### src/rtl/pw_pkg.sv
// Shared constants and the lane-size code type for the pairwise widening add unit.
// Assumes a 128-bit datapath and three legal narrow lane sizes that double from 8 bits.
package pw_pkg;
    localparam int VEC_W     = 128;
    localparam int BASE_W    = 8;
    localparam int NUM_SIZES = 3;

    typedef enum logic [1:0] {
        LANE_8  = 2'd0,
        LANE_16 = 2'd1,
        LANE_32 = 2'd2,
        LANE_NA = 2'd3
    } lane_code_e;
endpackage

### src/rtl/pw_lane_block.sv
// Pair-sum datapath for one fixed narrow lane width.
// Each pair of narrow lanes is widened to the double width and added. In
// accumulate mode the matching wide lane of dst is added as well. Each lane
// wraps within its own width. Assumes VEC_W is a multiple of 2*NARROW_W.
module pw_lane_block #(
    parameter int VEC_W    = 128,
    parameter int NARROW_W = 8
) (
    input  logic [VEC_W-1:0] src,
    input  logic [VEC_W-1:0] dst,
    input  logic             is_signed,
    input  logic             acc_en,
    output logic [VEC_W-1:0] res
);
    localparam int WIDE_W = 2 * NARROW_W;
    localparam int LANES  = VEC_W / WIDE_W;

    for (genvar g = 0; g < LANES; g++) begin : g_lane
        logic [NARROW_W-1:0] ev, od;
        logic [WIDE_W-1:0]   ev_x, od_x, acc_x;

        assign ev   = src[g*WIDE_W +: NARROW_W];
        assign od   = src[g*WIDE_W + NARROW_W +: NARROW_W];
        // widen each half of the pair according to the sign mode
        assign ev_x = {{NARROW_W{is_signed & ev[NARROW_W-1]}}, ev};
        assign od_x = {{NARROW_W{is_signed & od[NARROW_W-1]}}, od};
        // optional accumulate term at the wide width
        assign acc_x = acc_en ? dst[g*WIDE_W +: WIDE_W] : '0;
        assign res[g*WIDE_W +: WIDE_W] = ev_x + od_x + acc_x;
    end
endmodule

### src/rtl/pw_size_select.sv
// Picks the candidate result that matches the lane code and applies the half-width mask.
// Candidate s sits at slice s of the flat bus. A code with no candidate
// gives zero and raises the error flag.
module pw_size_select #(
    parameter int VEC_W     = 128,
    parameter int NUM_SIZES = 3
) (
    input  logic [NUM_SIZES*VEC_W-1:0] cand,
    input  logic [1:0]                 lane_code,
    input  logic                       full_width,
    output logic [VEC_W-1:0]           sel_vec,
    output logic                       sel_err
);
    localparam int HALF_W = VEC_W / 2;

    // choose one candidate by code, then clear the upper half when required
    always_comb begin
        sel_vec = '0;
        sel_err = 1'b1;
        for (int s = 0; s < NUM_SIZES; s++) begin
            if (int'(lane_code) == s) begin
                sel_vec = cand[s*VEC_W +: VEC_W];
                sel_err = 1'b0;
            end
        end
        if (!full_width) sel_vec[VEC_W-1:HALF_W] = '0;
    end
endmodule

### src/rtl/pw_result_stage.sv
// One-entry output register with a valid/ready handshake on both sides.
// It accepts a new entry when it is empty or when its entry is taken on the
// same edge. Reset is synchronous and active low.
module pw_result_stage #(
    parameter int VEC_W = 128
) (
    input  logic             clk,
    input  logic             rst_n,
    input  logic             in_valid,
    output logic             in_ready,
    input  logic [VEC_W-1:0] d_vec,
    input  logic             d_err,
    output logic             out_valid,
    input  logic             out_ready,
    output logic [VEC_W-1:0] out_vec,
    output logic             out_err
);
    logic take;

    // ready when empty or being drained this cycle
    assign in_ready = !out_valid || out_ready;
    assign take     = in_valid && in_ready;

    // valid flag: set on capture, cleared when drained with nothing new
    always_ff @(posedge clk) begin
        if (!rst_n)         out_valid <= 1'b0;
        else if (take)      out_valid <= 1'b1;
        else if (out_ready) out_valid <= 1'b0;
    end

    // data register: loaded only on capture
    always_ff @(posedge clk) begin
        if (!rst_n) begin
            out_vec <= '0;
            out_err <= 1'b0;
        end else if (take) begin
            out_vec <= d_vec;
            out_err <= d_err;
        end
    end
endmodule

### src/rtl/pairsum_widen_unit.sv
// Top level of the pairwise widening add unit.
// It builds one pair-sum datapath for each legal lane size, selects the one
// named by lane_code, masks the upper half if required and registers the
// result. It assumes a single clock with a synchronous active-low reset.
module pairsum_widen_unit #(
    parameter int VEC_W     = pw_pkg::VEC_W,
    parameter int BASE_W    = pw_pkg::BASE_W,
    parameter int NUM_SIZES = pw_pkg::NUM_SIZES
) (
    input  logic             clk,
    input  logic             rst_n,
    input  logic             in_valid,
    output logic             in_ready,
    input  logic [VEC_W-1:0] src_vec,
    input  logic [VEC_W-1:0] dst_vec,
    input  logic [1:0]       lane_code,
    input  logic             is_signed,
    input  logic             acc_en,
    input  logic             full_width,
    output logic             out_valid,
    input  logic             out_ready,
    output logic [VEC_W-1:0] out_vec,
    output logic             out_err
);
    logic [NUM_SIZES*VEC_W-1:0] cand;
    logic [VEC_W-1:0]           sel_vec;
    logic                       sel_err;

    for (genvar s = 0; s < NUM_SIZES; s++) begin : g_size
        pw_lane_block #(
            .VEC_W   (VEC_W),
            .NARROW_W(BASE_W << s)
        ) u_lanes (
            .src      (src_vec),
            .dst      (dst_vec),
            .is_signed(is_signed),
            .acc_en   (acc_en),
            .res      (cand[s*VEC_W +: VEC_W])
        );
    end

    pw_size_select #(
        .VEC_W    (VEC_W),
        .NUM_SIZES(NUM_SIZES)
    ) u_sel (
        .cand      (cand),
        .lane_code (lane_code),
        .full_width(full_width),
        .sel_vec   (sel_vec),
        .sel_err   (sel_err)
    );

    pw_result_stage #(
        .VEC_W(VEC_W)
    ) u_out (
        .clk      (clk),
        .rst_n    (rst_n),
        .in_valid (in_valid),
        .in_ready (in_ready),
        .d_vec    (sel_vec),
        .d_err    (sel_err),
        .out_valid(out_valid),
        .out_ready(out_ready),
        .out_vec  (out_vec),
        .out_err  (out_err)
    );
endmodule

### config.mk
export PLATFORM = sky130hd
export DESIGN_NAME = pairsum_widen_unit
export DESIGN_NICKNAME = d
export VERILOG_FILES = /design/src/rtl/pw_pkg.sv /design/src/rtl/pw_lane_block.sv /design/src/rtl/pw_size_select.sv /design/src/rtl/pw_result_stage.sv /design/src/rtl/pairsum_widen_unit.sv
export SDC_FILE = /design/constraint.sdc
export NUM_CORES = 2
export LEC_CHECK = 0
export BUFFER_PORTS_ARGS = -buffer_cell sky130_fd_sc_hd__clkbuf_2
export CAP_MARGIN = 40
export CORE_MARGIN = 2
export CORE_UTILIZATION = 40
export DETAILED_ROUTE_END_ITERATION = 8
export PLACE_DENSITY = 0.65
export SYNTH_ARGS = -nofsm -noshare
export SYNTH_HDL_FRONTEND = slang
export SYNTH_SLANG_ARGS = --single-unit
### constraint.sdc
create_clock -name clk -period 12.74 [get_ports clk]
set_input_delay 0.637 -clock clk [delete_from_list [all_inputs] [get_ports clk]]
set_output_delay 0.637 -clock clk [all_outputs]
set_load 0.02 [all_outputs]
==> out/metrics.yaml <==
max_freq_ghz: 0.1332
rsz0062_at_grt: "false"
yosys-top-cells-area: "ha_1 21%, xnor2_1 8.2%, dfxtp_1 7.8%, a21oi_1 7.2%, o21ai_0 5.8%"
core_area_mm2: 0.08342
drtPass1Iterations: 6
postCtsSetupRepairBufs: 0
routed_wl_um: 137600
worst_ep_required_time_ns: 13.13
synth.distinct_cells: 106
setup_violations: 0
dp_hpwl_um: 111200
holdCritPathClass: "reg -> reg"
hold_buffers: 0
clk_latency_ns: 0.53
die_height_um: 293.6
outcome: "finished, final reports clean"
pre_cts_ws_ns: 4.953
met2WireLength_um: 60420
p_leak_nw: 17.60
ios: 396
ir_drop_uv: 123.7
maxSlewViolCount: 0
synthFlopType: "dfxtp_1"
antenna_found_initial: 0
grt_overflow: 0
routed-wl-met3_um: 11410
grt_max_degree: 69
synthCells: 4683
worst-path-buf-inv: 1
cts-root-buf: "clkbuf_16"
ys_async_sr_fraction: 0
setup_ws_ns: 5.235
ant_nets: 0
grt_pass1_wl_um: 204700
start_util: 0.4023
wl_per_cell_um: 22.61
startpoint_type: "primary input"
synth_top_cell_by_area: "ha_1"
cp_max_fo: 7
num_antenna_cells: 0
setup_tns_ns: 0
h-tree-depth: 4
syn2layout_area_growth_pct: 11.11
fin_crit_sh: 0.5891
syn-mean-instance-area_um2: 7.166
highest_layer: "met4"
slew_headroom: 0.3586
numCtsBuffers: 17
clockBufferDepth: 2
worst_ep_arrival_time_ns: 7.90
drtIter0Drc: 3194
tightest_slew_ns: 0.9540
ys_seq_area_frac: 0.07755
hold_violations: 0
layout.nets: 5838
wl_met1_um: 58960
netlist_area_mm2: 0.03356
port_buffers: 395
fin_worst_skew_ns: 0.02646
drive_above_1_share: 0.1088
routed_via_density: 6.117
ys_warn_count: 0
ys_ff_latch: 130
end_kind: "flop"
drcViolationCount: 0
cp_slowest_stage_delay_ns: 0.80
grt_pass1_vias: 34615
synth_top_area_frac: 0.2054
clk_pin_slew_ns: 0.07
crit_slowest_cell: "o31ai_1"
cap_viol_max_count: 0
vias: 37232
synth_edf_count: 0
final_common_cell: "ha_1"
gp_congestion: 0.9876
cts_tree: "built"
cts_resized: 0
cp_top_family: "compound AO/OA/AOI/OAI gates"
syn-num-nets: 5527
timing.final.crit_period_ns: 7.505
fp-row-count: 106
cts_num_sinks: 130
path_class: "in -> reg"
final_cell_mix: "551 x ha_1, 483 x a21oi_1, 392 x clkbuf_2"
die_w_um: 293.6
path_common_cell: "a21oi_1"
design.die.area_mm2: 0.08622
p_per_area_mw_per_mm2: 95.44
groute.usage.overall: 0.3085
==> layer usage <==
layer,vias up,track usage
li1,17887,-
met1,17350,0.4037
met2,1688,0.4949
met3,307,0.04992
met4,0,0.1430
met5,-,0
==> flip-flops by register name, indices dropped and copies added (netlist names) <==
register	flops
u_out.out_err	1
u_out.out_valid	1
u_out.out_vec	128
==> path summary, 6_finish.rpt <==
path / startpoint / to / slack [ns] / cells past startpoint
max: src_vec[32] / u_out.out_vec[57] / 5.23 / 29
min: u_out.out_vec[52] / u_out.out_vec[52] / 0.45 / 2
max reg2reg: u_out.out_valid / u_out.out_vec[127] / 9.48 / 9
min reg2reg: u_out.out_vec[52] / u_out.out_vec[52] / 0.45 / 2
==> Yosys cell counts, drive strengths merged, types with 14 or more instances <==
master,instances
nand3,113
xnor2,315
fa,28
nand2,358
nand2b,51
clkbuf,108
o31ai,23
and2,116
a21o,163
nor3,112
buf,28
and3,46
nor2,379
a211o,16
xor2,126
o21bai,86
mux2i,33
a31o,14
o21ai,404
ha,551
inv,274
o22ai,27
or3,28
o211ai,39
a211oi,42
a31oi,49
a221oi,27
o21a,52
a21boi,51
dfxtp,130
a22oi,30
nor2b,58
nor4,21
a2111oi,14
a21oi,484
or2,14
o221ai,24
nand4,39
==> kinds of logic (layout without fill, tap and decap cells) <==
family,Yosys count,in the layout,synth area share
AOI/OAI and AO/OA,1686,1686,0.3258
xor gates and xnor gates,441,441,0.1151
adders and majority gates,581,581,0.2227
buffers and inverters,418,742,0.04769
DFF,130,130,0.07755
muxes,37,37,0.01119
and+or+nand+nor,1390,1390,0.2000
==> where the power goes <==
| part | leakage (nW) | switching [W] | total (W) | internal [W] |
|---|---|---|---|---|
| sequential | 1.07 | 0.0000298 | 0.000471 | 0.000441 |
| clock | 0.286 | 0.000267 | 0.000543 | 0.000275 |
| combinational | 16.2 | 0.00155 | 0.00255 | 0.000991 |
==> worst reg2reg max path, cell delays in order (launching register included) <==
cell and delay, ns:
dfxtp_1 0.31, nand2b_1 0.25, and2_4 0.59, nand2_1 0.62, nor2_1 0.57, nand2_1 0.18
nand2_1 0.09, a21oi_1 0.05, a2bb2oi_1 0.20, nor4_2 0.30
==> metrics by stage <==
step / power [W] / hold WS, ns / cells / instance area, µm² / utilization
2_1_floorplan: 0.002287 / 0.5169 / 4683 / 33560 / -
3_3_place_gp: 0.002933 / 0.4354 / 6047 / 36610 / 0.4388
3_5_place_dp: 0.002952 / 0.4397 / 6055 / 36710 / 0.4401
4_1_cts: 0.003510 / 0.4342 / 6087 / 37290 / 0.4470
5_1_grt: 0.003813 / 0.4641 / 6087 / 37290 / 0.4470
6_report: 0.003559 / 0.4524 / 6087 / 37290 / 0.4470
==> layout make-up <==
cell class                      count  area [µm²]
Fill cell                        8638       46140
Multi-Input combinational cell   4135       29420
Sequential cell                   130        2603
Timing Repair Buffer              428        2277
Tap cell                         1080        1351
Inverter                          282        1064
Clock buffer                       18       429.2
Clock inverter                     14       143.9
Power figures use the tool's default switching activity.
